### src/rtl/cbfe_pkg.sv
package cbfe_pkg;

    typedef enum logic [1:0] {
        ST_IDLE  = 2'd0,
        ST_MOVE  = 2'd1,
        ST_DRAIN = 2'd2
    } cbfe_state_e;

    localparam int FLG_W      = 5;
    localparam int FLG_ACTIVE = 0;
    localparam int FLG_EMPTY  = 1;
    localparam int FLG_AVAIL  = 2;
    localparam int FLG_FULL   = 3;
    localparam int FLG_HALF   = 4;

endpackage

### src/rtl/cbfe_word_fifo.sv
module cbfe_word_fifo #(
    parameter int DEPTH = 16,
    parameter int WIDTH = 32,
    localparam int AW    = $clog2(DEPTH),
    localparam int LVL_W = AW + 1
) (
    input  logic             clk,
    input  logic             rst_n,
    input  logic             flush,
    input  logic             wr_en,
    input  logic [WIDTH-1:0] wr_data,
    input  logic             rd_en,
    output logic [WIDTH-1:0] rd_data,
    output logic [LVL_W-1:0] level,
    output logic             full,
    output logic             empty
);

    logic [WIDTH-1:0] mem [DEPTH];
    logic [AW-1:0]    wr_ptr;
    logic [AW-1:0]    rd_ptr;
    logic             wr_ok;
    logic             rd_ok;

    assign full    = (level == LVL_W'(DEPTH));
    assign empty   = (level == '0);
    assign wr_ok   = wr_en && !full && !flush;
    assign rd_ok   = rd_en && !empty && !flush;
    assign rd_data = empty ? '0 : mem[rd_ptr];

    always_ff @(posedge clk) begin
        if (wr_ok) begin
            mem[wr_ptr] <= wr_data;
        end
    end

    always_ff @(posedge clk or negedge rst_n) begin
        if (!rst_n) begin
            wr_ptr <= '0;
            rd_ptr <= '0;
            level  <= '0;
        end else if (flush) begin
            wr_ptr <= '0;
            rd_ptr <= '0;
            level  <= '0;
        end else begin
            if (wr_ok) begin
                wr_ptr <= wr_ptr + AW'(1);
            end
            if (rd_ok) begin
                rd_ptr <= rd_ptr + AW'(1);
            end
            unique case ({wr_ok, rd_ok})
                2'b10:   level <= level + LVL_W'(1);
                2'b01:   level <= level - LVL_W'(1);
                default: level <= level;
            endcase
        end
    end

endmodule

### src/rtl/cbfe_rx_packer.sv
module cbfe_rx_packer #(
    parameter int WORD_W = 32,
    parameter int BYTE_W = 8,
    localparam int BPW = WORD_W / BYTE_W,
    localparam int IW  = $clog2(BPW)
) (
    input  logic              clk,
    input  logic              rst_n,
    input  logic              clear,
    input  logic              take,
    input  logic              last,
    input  logic [BYTE_W-1:0] byte_in,
    output logic              word_push,
    output logic [WORD_W-1:0] word_out
);

    logic [WORD_W-1:0] acc;
    logic [IW-1:0]     idx;
    logic [WORD_W-1:0] merged;

    always_comb begin
        merged    = acc | (WORD_W'(byte_in) << (idx * BYTE_W));
        word_out  = merged;
        word_push = take && ((idx == IW'(BPW - 1)) || last);
    end

    always_ff @(posedge clk or negedge rst_n) begin
        if (!rst_n) begin
            acc <= '0;
            idx <= '0;
        end else if (clear) begin
            acc <= '0;
            idx <= '0;
        end else if (take) begin
            if (word_push) begin
                acc <= '0;
                idx <= '0;
            end else begin
                acc <= merged;
                idx <= idx + IW'(1);
            end
        end
    end

endmodule

### src/rtl/cbfe_tx_unpacker.sv
module cbfe_tx_unpacker #(
    parameter int WORD_W = 32,
    parameter int BYTE_W = 8,
    localparam int BPW = WORD_W / BYTE_W,
    localparam int CW  = $clog2(BPW) + 1
) (
    input  logic              clk,
    input  logic              rst_n,
    input  logic              clear,
    input  logic              enable,
    input  logic              fifo_empty,
    input  logic [WORD_W-1:0] head,
    input  logic              byte_ready,
    output logic              byte_valid,
    output logic [BYTE_W-1:0] byte_out,
    output logic              fifo_pop,
    output logic              moved
);

    logic [WORD_W-1:0] shreg;
    logic [CW-1:0]     left;

    always_comb begin
        byte_valid = enable && ((left != '0) || !fifo_empty);
        byte_out   = (left != '0) ? shreg[BYTE_W-1:0] : head[BYTE_W-1:0];
        moved      = byte_valid && byte_ready;
        fifo_pop   = moved && (left == '0);
    end

    always_ff @(posedge clk or negedge rst_n) begin
        if (!rst_n) begin
            shreg <= '0;
            left  <= '0;
        end else if (clear) begin
            shreg <= '0;
            left  <= '0;
        end else if (moved) begin
            if (left == '0) begin
                shreg <= head >> BYTE_W;
                left  <= CW'(BPW - 1);
            end else begin
                shreg <= shreg >> BYTE_W;
                left  <= left - CW'(1);
            end
        end
    end

endmodule

### src/rtl/cbfe_ctrl.sv
module cbfe_ctrl
    import cbfe_pkg::*;
#(
    parameter int LEN_W = 16,
    parameter int DEPTH = 16,
    localparam int LVL_W = $clog2(DEPTH) + 1,
    localparam int HALF  = DEPTH / 2
) (
    input  logic             clk,
    input  logic             rst_n,
    input  logic             start,
    input  logic             dir_in,
    input  logic [LEN_W-1:0] len_in,
    input  logic             byte_moved,
    input  logic [LVL_W-1:0] level,
    output cbfe_state_e      state,
    output logic             dir_q,
    output logic [LEN_W-1:0] count,
    output logic             end_flag,
    output logic             busy,
    output logic             last_byte,
    output logic             rx_accept,
    output logic             tx_enable,
    output logic             host_push_ok,
    output logic             host_pop_ok,
    output logic [FLG_W-1:0] tx_flags,
    output logic [FLG_W-1:0] rx_flags
);

    cbfe_state_e      state_nx;
    logic             fifo_full;
    logic [FLG_W-1:0] base_tx;
    logic [FLG_W-1:0] base_rx;

    assign fifo_full = (level == LVL_W'(DEPTH));
    assign last_byte = (count == LEN_W'(1));

    // state register
    always_ff @(posedge clk or negedge rst_n) begin
        if (!rst_n) begin
            state <= ST_IDLE;
        end else begin
            state <= state_nx;
        end
    end

    // transitions
    always_comb begin
        state_nx = state;
        if (start) begin
            state_nx = (len_in != '0) ? ST_MOVE : ST_IDLE;
        end else begin
            unique case (state)
                ST_IDLE:  state_nx = ST_IDLE;
                ST_MOVE:  if (byte_moved && last_byte) state_nx = ST_DRAIN;
                ST_DRAIN: if (level == '0) state_nx = ST_IDLE;
                default:  state_nx = ST_IDLE;
            endcase
        end
    end

    // transfer bookkeeping registers
    always_ff @(posedge clk or negedge rst_n) begin
        if (!rst_n) begin
            dir_q    <= 1'b0;
            count    <= '0;
            end_flag <= 1'b0;
        end else if (start) begin
            dir_q    <= dir_in;
            count    <= len_in;
            end_flag <= (len_in == '0);
        end else if (byte_moved) begin
            count <= count - LEN_W'(1);
            if (last_byte) begin
                end_flag <= 1'b1;
            end
        end
    end

    // outputs
    always_comb begin
        busy         = 1'b0;
        rx_accept    = 1'b0;
        tx_enable    = 1'b0;
        host_push_ok = 1'b0;
        host_pop_ok  = 1'b0;
        unique case (state)
            ST_IDLE: begin
                busy = 1'b0;
            end
            ST_MOVE: begin
                busy         = 1'b1;
                rx_accept    = dir_q && !fifo_full;
                tx_enable    = !dir_q;
                host_push_ok = !dir_q;
                host_pop_ok  = dir_q;
            end
            ST_DRAIN: begin
                busy        = 1'b1;
                host_pop_ok = 1'b1;
            end
            default: begin
                busy = 1'b0;
            end
        endcase

        base_tx             = '0;
        base_tx[FLG_ACTIVE] = 1'b1;
        base_tx[FLG_EMPTY]  = (level == '0);
        base_tx[FLG_AVAIL]  = (level != '0);
        base_tx[FLG_FULL]   = fifo_full;
        base_tx[FLG_HALF]   = (level <= LVL_W'(HALF));
        base_rx             = base_tx;
        base_rx[FLG_HALF]   = (level >= LVL_W'(HALF));

        tx_flags = (busy && !dir_q) ? base_tx : '0;
        rx_flags = (busy &&  dir_q) ? base_rx : '0;
    end

endmodule

### src/rtl/card_byte_fifo_engine.sv
module card_byte_fifo_engine
    import cbfe_pkg::*;
#(
    parameter int DEPTH  = 16,
    parameter int WORD_W = 32,
    parameter int BYTE_W = 8,
    parameter int LEN_W  = 16,
    localparam int BPW   = WORD_W / BYTE_W,
    localparam int IW    = $clog2(BPW),
    localparam int LVL_W = $clog2(DEPTH) + 1,
    localparam int WC_W  = LEN_W + 1 - IW
) (
    input  logic              clk,
    input  logic              rst_n,
    input  logic              xfer_start,
    input  logic              xfer_dir,
    input  logic [LEN_W-1:0]  xfer_len,
    input  logic              push_valid,
    input  logic [WORD_W-1:0] push_data,
    input  logic              pop_req,
    output logic [WORD_W-1:0] pop_data,
    input  logic              rx_byte_valid,
    input  logic [BYTE_W-1:0] rx_byte,
    output logic              rx_byte_ready,
    output logic              tx_byte_valid,
    output logic [BYTE_W-1:0] tx_byte,
    input  logic              tx_byte_ready,
    output logic              busy,
    output logic [LEN_W-1:0]  byte_count,
    output logic [WC_W-1:0]   word_count,
    output logic              data_end,
    output logic              block_end,
    output logic [FLG_W-1:0]  tx_flags,
    output logic [FLG_W-1:0]  rx_flags
);

    cbfe_state_e       state;
    logic              dir_q;
    logic              end_flag;
    logic              last_byte;
    logic              rx_accept;
    logic              tx_enable;
    logic              host_push_ok;
    logic              host_pop_ok;
    logic              rx_take;
    logic              tx_moved;
    logic              byte_moved;
    logic              pack_push;
    logic [WORD_W-1:0] pack_word;
    logic              unpack_pop;
    logic              fifo_wr;
    logic [WORD_W-1:0] fifo_wdata;
    logic              fifo_rd;
    logic [WORD_W-1:0] fifo_head;
    logic [LVL_W-1:0]  fifo_level;
    logic              fifo_full;
    logic              fifo_empty;
    logic [LEN_W:0]    cnt_round;

    assign rx_byte_ready = rx_accept;
    assign rx_take       = rx_byte_valid && rx_accept;
    assign byte_moved    = rx_take || tx_moved;
    assign fifo_wr       = pack_push || (push_valid && host_push_ok);
    assign fifo_wdata    = pack_push ? pack_word : push_data;
    assign fifo_rd       = unpack_pop || (pop_req && host_pop_ok);
    assign pop_data      = fifo_head;
    assign data_end      = end_flag;
    assign block_end     = end_flag;
    assign cnt_round     = {1'b0, byte_count} + (LEN_W+1)'(BPW - 1);
    assign word_count    = cnt_round[LEN_W:IW];

    cbfe_ctrl #(.LEN_W(LEN_W), .DEPTH(DEPTH)) u_ctrl (
        .clk          (clk),
        .rst_n        (rst_n),
        .start        (xfer_start),
        .dir_in       (xfer_dir),
        .len_in       (xfer_len),
        .byte_moved   (byte_moved),
        .level        (fifo_level),
        .state        (state),
        .dir_q        (dir_q),
        .count        (byte_count),
        .end_flag     (end_flag),
        .busy         (busy),
        .last_byte    (last_byte),
        .rx_accept    (rx_accept),
        .tx_enable    (tx_enable),
        .host_push_ok (host_push_ok),
        .host_pop_ok  (host_pop_ok),
        .tx_flags     (tx_flags),
        .rx_flags     (rx_flags)
    );

    cbfe_word_fifo #(.DEPTH(DEPTH), .WIDTH(WORD_W)) u_fifo (
        .clk     (clk),
        .rst_n   (rst_n),
        .flush   (xfer_start),
        .wr_en   (fifo_wr),
        .wr_data (fifo_wdata),
        .rd_en   (fifo_rd),
        .rd_data (fifo_head),
        .level   (fifo_level),
        .full    (fifo_full),
        .empty   (fifo_empty)
    );

    cbfe_rx_packer #(.WORD_W(WORD_W), .BYTE_W(BYTE_W)) u_pack (
        .clk       (clk),
        .rst_n     (rst_n),
        .clear     (xfer_start),
        .take      (rx_take),
        .last      (last_byte),
        .byte_in   (rx_byte),
        .word_push (pack_push),
        .word_out  (pack_word)
    );

    cbfe_tx_unpacker #(.WORD_W(WORD_W), .BYTE_W(BYTE_W)) u_unpack (
        .clk        (clk),
        .rst_n      (rst_n),
        .clear      (xfer_start),
        .enable     (tx_enable),
        .fifo_empty (fifo_empty),
        .head       (fifo_head),
        .byte_ready (tx_byte_ready),
        .byte_valid (tx_byte_valid),
        .byte_out   (tx_byte),
        .fifo_pop   (unpack_pop),
        .moved      (tx_moved)
    );

    logic unused_ok;
    assign unused_ok = &{1'b0, fifo_full, state, dir_q};

endmodule

### config.mk
export PLATFORM = sky130hd
export DESIGN_NAME = card_byte_fifo_engine
export DESIGN_NICKNAME = d
export VERILOG_FILES = /design/src/rtl/cbfe_pkg.sv /design/src/rtl/cbfe_word_fifo.sv /design/src/rtl/cbfe_rx_packer.sv /design/src/rtl/cbfe_tx_unpacker.sv /design/src/rtl/cbfe_ctrl.sv /design/src/rtl/card_byte_fifo_engine.sv
export SDC_FILE = /design/constraint.sdc
export NUM_CORES = 1
export LEC_CHECK = 0
export ABC_AREA = 1
export BUFFER_PORTS_ARGS = -buffer_cell sky130_fd_sc_hd__buf_4
export CORE_UTILIZATION = 61
export CTS_BUF_LIST = sky130_fd_sc_hd__clkbuf_16
export CTS_CLUSTER_SIZE = 12
export DETAILED_ROUTE_END_ITERATION = 7
export PLACE_DENSITY = 0.85
export SYNTH_ARGS = -nofsm -noshare
export SYNTH_HDL_FRONTEND = slang
export SYNTH_SLANG_ARGS = --single-unit
### constraint.sdc
create_clock -name clk -period 5.4 [get_ports clk]
set_clock_uncertainty 0.15 [all_clocks]
set_input_delay 1.08 -clock clk [delete_from_list [all_inputs] [get_ports clk]]
set_output_delay 1.08 -clock clk [all_outputs]
set_load 0.1 [all_outputs]
# Word-level counts from Yosys, hierarchy flattened

Memories as Yosys holds them, arrays and structs flattened.
Cells that the tools add are included.

Input port bits: 64
Output and inout bits: 86
Bits in registers: 102
Memories: 1
RAM bits: 512

Magnitude comparators: 2
Mux-type cells: 39
Equality and inequality tests: 9
Shifts and indexed selects: 1
Reductions and logical operators: 40
$add $sub $neg: 8
Bitwise gates (word level): 1

Memories:

| name       | depth | width | rd ports | clocked after memory_dff | wr ports | RTL line             | source |
|---|---|---|---|---|---|---|---|
| u_fifo.mem | 16    | 32    | 1        | 0                        | 1        | cbfe_word_fifo.sv:19 | `logic [WIDTH-1:0] mem [DEPTH];` |

Operators by type and width:

| kind                  | count |
|---|---|
| $mux 32               | 7 |
| $mux 16               | 2 |
| $or 32x32->32         | 1 |
| $shl 8x5->32          | 1 |
| $mux 24               | 1 |
| $add 16x2->17 const B | 1 |
| $eq 16x1->1 const B   | 1 |
| $logic_not 16->1      | 1 |
| $mux 4                | 4 |
| $reduce_bool 16->1    | 1 |
| $sub 16x1->16 const B | 1 |
| $logic_and 1x1->1     | 15 |
| $mux 5                | 3 |
| $mux 2                | 6 |
| $reduce_bool 2->1     | 6 |
| $pmux 5 s2            | 1 |
| $mux 1                | 9 |
| $mux 3                | 3 |
| $add 4x1->4 const B   | 2 |
| $mux 8                | 1 |
| $eq 2x2->1 const B    | 3 |
| $ne 3x2->1 const B    | 2 |
| $reduce_bool 3->1     | 2 |
| $add 5x1->5 const B   | 1 |
| other kinds (16)      | 25 |

# Logic depth before layout (Yosys ltp)

Depth after elaboration: 12
Mapped depth: 19
Mapped depth without buffers: 19

# Hierarchy

A second synthesis with hierarchy kept.

Cell total of the unflattened synthesis: 2,458
Area total of the unflattened synthesis: 27,037.2 um2

Modules (own cells, without submodules):

| module                | area each (um2) | instances | cells each | seq. area each (um2) |
|---|---|---|---|---|
| cbfe_word_fifo        | 20,877.5        | 1         | 1,484      | 15,700.1 |
| cbfe_rx_packer        | 1,910.6         | 1         | 259        | 850.8 |
| cbfe_tx_unpacker      | 1,878.1         | 1         | 283        | 675.6 |
| cbfe_ctrl             | 1,487.7         | 1         | 225        | 500.5 |
| card_byte_fifo_engine | 883.3           | 1         | 207        | 0.0 |

# Least setup slack after synthesis

No wires, ideal clock.

Kind: register to output
From: register u_ctrl.count[0]
To: output word_count[14]
Data required time: 4.170 ns
Arrival: 5.119 ns
Cell stages (with the launch flop): 10
Slack: -0.949 ns
Cells stage by stage: dfrtp_1 -> inv_1 -> ha_1 -> inv_1 -> nand3_1 -> nor2_1 -> nand2_1 -> nor4_2 -> nand3_1 -> nor4_1

Word-level cells in the longest chain between the ends: 1

RTL lines:

| element                | RTL line                    | source |
|---|---|---|
| from (decl)            | cbfe_ctrl.sv:18             | `output logic [LEN_W-1:0] count,` |
| from (signal assigned) | cbfe_ctrl.sv:70             | `count <= len_in;` |
| from (signal assigned) | cbfe_ctrl.sv:73             | `count <= count - LEN_W'(1);` |
| $add 16x2->17          | card_byte_fifo_engine.sv:69 | `assign cnt_round = {1'b0, byte_count} + (LEN_W+1)'(BPW - 1);` |
| to (decl)              | card_byte_fifo_engine.sv:30 | `output logic [WC_W-1:0] word_count,` |

Every way passes these cells.

# Final worst setup path

From: register u_fifo.rd_ptr[0]
To: output tx_byte[1]

Word-level cells in the longest chain between the ends: 3

RTL lines:

| element                | RTL line                    | source |
|---|---|---|
| from (decl)            | cbfe_word_fifo.sv:21        | `logic [AW-1:0] rd_ptr;` |
| from (signal assigned) | cbfe_word_fifo.sv:51        | `rd_ptr <= rd_ptr + AW'(1);` |
| $mem_v2 16x32          | -                           |  |
| $mux 32                | cbfe_word_fifo.sv:29        | `assign rd_data = empty ? '0 : mem[rd_ptr];` |
| $mux 8                 | cbfe_tx_unpacker.sv:25      | `byte_out = (left != '0) ? shreg[BYTE_W-1:0] : head[BYTE_W-1:0];` |
| to (decl)              | card_byte_fifo_engine.sv:26 | `output logic [BYTE_W-1:0] tx_byte,` |

Every way passes these cells.

==> summary.md <==
| Metric | Value |
|---|---|
| Least-Margin Pin Slew | 1.06 ns |
| VDD IR max | 0.000751 V |
| Post-DRT Antenna Nets | 0 |
| CTS Sinks | 606 |
| Number of I/O pins | 150 |
| Fin crit period | 4.72 ns |
| IO buf count | 149 |
| Vias in the first global route | 19924 |
| Slew Limit Fails | 0 |
| Core Region | 42200 um2 |
| CP Max Fanout | 64 |
| Routed WL | 74400 um |
| Root Buffer | clkbuf_16 |
| Slew HR | 28.9% |
| Register bit total from synthesis | 606 |
| FF+latch area | 17700 um2 |
| Initial Util | 62.1% |
| Yosys top cell area share | 58.6% |
| Mapped Nets | 2456 |
| Pre-CTS setup slack | 1.44 ns |
| Synthesis-to-layout area growth | 13.9% |
| Critical hold path startpoint | u_pack.acc[8] |
| Die X | 209 um |
| Antenna cell count | 0 |
| Endpoint, Worst Hold | u_pack.acc[8] |
| Die area | 43900 um2 |
| Number of fill cells in the layout | 2632 |
| Synth area leaders | edfxtp_1, nand2_1, dfrtp_1 |
| Die Ht | 209 um |
| Quantity of hold-fixing buffers added after cts | 0 |
| Multi-input logic area | 7340 um2 |
| Critical R2R Capture | u_fifo.level[4] |
| Global-route wire length before repair | 112000 um |
| Detailed placement HPWL | 43700 um |
| Register area share after synthesis | 67.6% |
| Critical Path RT | 4.17 ns |
| Clock Latency Late Sink | 0.61 ns |
| Clk slew on worst S/H paths | 0.06 ns |
| CTS tree | done |
| Post-synth EDFFs | 512 |
| CP Launch Type | register |
| FF-to-FF path depth | 16 |
| CP endpoint kind | output pin |
| Area leader, netlist | edfxtp_1 |
| Leakage power | 0.0118 uW |
| Crit Reg-Reg Startpoint | u_fifo.level[2] |
| Post-synthesis area per instance | 11.0 um2 |
| Syn Inst Count | 2376 |
| Post-CTS Setup Bufs | 0 |
| Row cnt | 75 |
| Post-CTS sizing | 0 |
| PD cells | 440 nW/um2 |
| PnR worst setup slack | 0.682 ns |
| Max Cap Violations | 0 |
| FF-to-FF setup slack | 1.63 ns |
| F_max | 0.212 GHz |
| Most frequent cell after synthesis | nand2_1 |
| Setup TNS Final | 0 ns |
| Crit Path Category | register to output pin |
| Via count | 20226 |
| # H-tree levels | 2 |
| Most frequent cells after synthesis | nand2_1, edfxtp_1, nand3_1 |
| Share of post-route cells with drive strength above 1 | 14.7% |
| Initial antenna violation count | 0 |
| Final period util | 87.4% |
| Hold Vio Cnt, Final | 0 |
| Avg WL per Cell | 23.8 um |
| Worst path max stage delay | 0.85 ns |
| Mapped Area | 26200 um2 |
| CP arrival | 3.49 ns |
| Outcome | completed |
| Unique cell type count in the Yosys netlist | 50 |
| Vias per inst | 6.48 |
| Tightest Hold Check Type | register to register |
| DR pass1 iterations | 6 |
| Largest net degree at the start of global routing | 114 |
| DRC violations left | 0 |
| RSZ-0062 raised after global routing | no |
| Starting DRT DRC Count | 3241 |
| Final setup viols | 0 |
| Total power | 13100 uW |
| CP max stage cell | dfrtp_4 |
| Syn. warnings | 0 |
| GRT overflow | 0 |
| Worst Hold Depth | 2 |
| Total global-route track usage | 33.8% |
| TritonCTS Buffers | 59 |
| CTS max path bufs | 3 |
| Ys flop type | edfxtp_1 |
| Synth async-reset ratio | 15.5% |
| Nets@finish | 2613 |
| Routability cong. | 0.904 |
| Critical-path cell list | buf_4 -> nand2_1 -> a21oi_1 -> a211oi_1 -> nand2_1 -> nand3_1 -> o21ai_1 -> buf_4 |
## worst max-delay path, delay by kind of cell (launching register included)
family | cells | cell delay, ns
buffers and inverters | 2 | 0.98
DFF | 1 | 0.85
AOI/OAI and AO/OA | 3 | 0.52
and+or+nand+nor | 3 | 0.49
## sequential cells by signal (all words and copies together), names as in the netlist
| name | flops |
|---|---|
| u_ctrl.dir_q | 1 |
| u_unpack.shreg | 24 |
| u_fifo.wr_ptr | 4 |
| u_fifo.rd_ptr | 4 |
| u_fifo.mem | 512 |
| u_ctrl.end_flag | 1 |
| u_fifo.level | 5 |
| u_unpack.left | 3 |
| u_ctrl.state | 2 |
| u_pack.acc | 32 |
| u_pack.idx | 2 |
| u_ctrl.count | 16 |
## logic make-up (layout without fill, tap and decap cells)
| kind of cell | count (synthesis) | in the layout | synth area share, % |
|---|---|---|---|
| mux | 16 | 16 | 0.610 |
| xor+xnor | 21 | 21 | 0.701 |
| buf+inv | 298 | 506 | 4.88 |
| flops | 606 | 606 | 67.6 |
| fa+ha+maj | 16 | 16 | 0.792 |
| simple gates | 957 | 957 | 15.4 |
| compound gates | 462 | 462 | 10.1 |
## power by group
group	internal (uW)	leakage, uW	switching (uW)
clock	2000	0.000987	1710
sequential	5170	0.00587	166
combinational	811	0.00492	3300
## metal layers
metal / track usage [%] / vias to the layer above / part of all wire (%)
li1: - / 8583 / -
met4: 20.4 / 0 / 6.3
met2: 53.3 / 1766 / 46
met1: 43.6 / 9523 / 34
met5: 0 / - / 0
met3: 7.11 / 354 / 13
## cells in the final DEF, fill, tap and decap left out, types with 16 or more instances in the layout
master and n:
nand2_1 649, edfxtp_1 512, buf_4 227, inv_1 181, nand3_1 159, a21oi_1 151
o21ai_0 127, dfrtp_1 92, nor2_1 72, clkbuf_16 60, o21ai_1 47, a211oi_1 38
o211ai_1 27, o22ai_1 24, xor2_1 18, inv_2 16, mux2i_1 16
## worst max-delay path by stage
stage,from,end,cells past startpoint,slack (ns)
4_1_cts,u_fifo.rd_ptr[0],tx_byte[1],8,0.80
3_5_place_dp,u_fifo.rd_ptr[0],pop_data[31],7,1.44
6_report,u_fifo.rd_ptr[0],tx_byte[1],8,0.68
5_1_grt,u_fifo.rd_ptr[0],pop_data[23],8,0.60
3_3_place_gp,u_fifo.rd_ptr[0],pop_data[17],8,1.56
2_1_floorplan,u_ctrl.count[0],word_count[14],9,0.21
## final cells by class
class	count	share of cell area, %
Clock buffer	60	5.02
Clock inverter	52	0.750
Inverter	163	2.09
Multi-Input combinational cell	1472	24.6
Sequential cell	606	59.4
Tap cell	539	2.26
Timing Repair Buffer	231	5.97
## metrics by stage
step                instances  util (%)  hold slack (ns)  cell area, um2
floorplan                2376         -            0.299           26200
global placement         3011      66.7            0.318           28200
detailed placement       3011      66.7            0.317           28200
CTS                      3123      70.8            0.345           29900
global route             3123      70.8            0.374           29900
finish                   3123      70.8            0.350           29900
(Power assumes the default switching activity.)
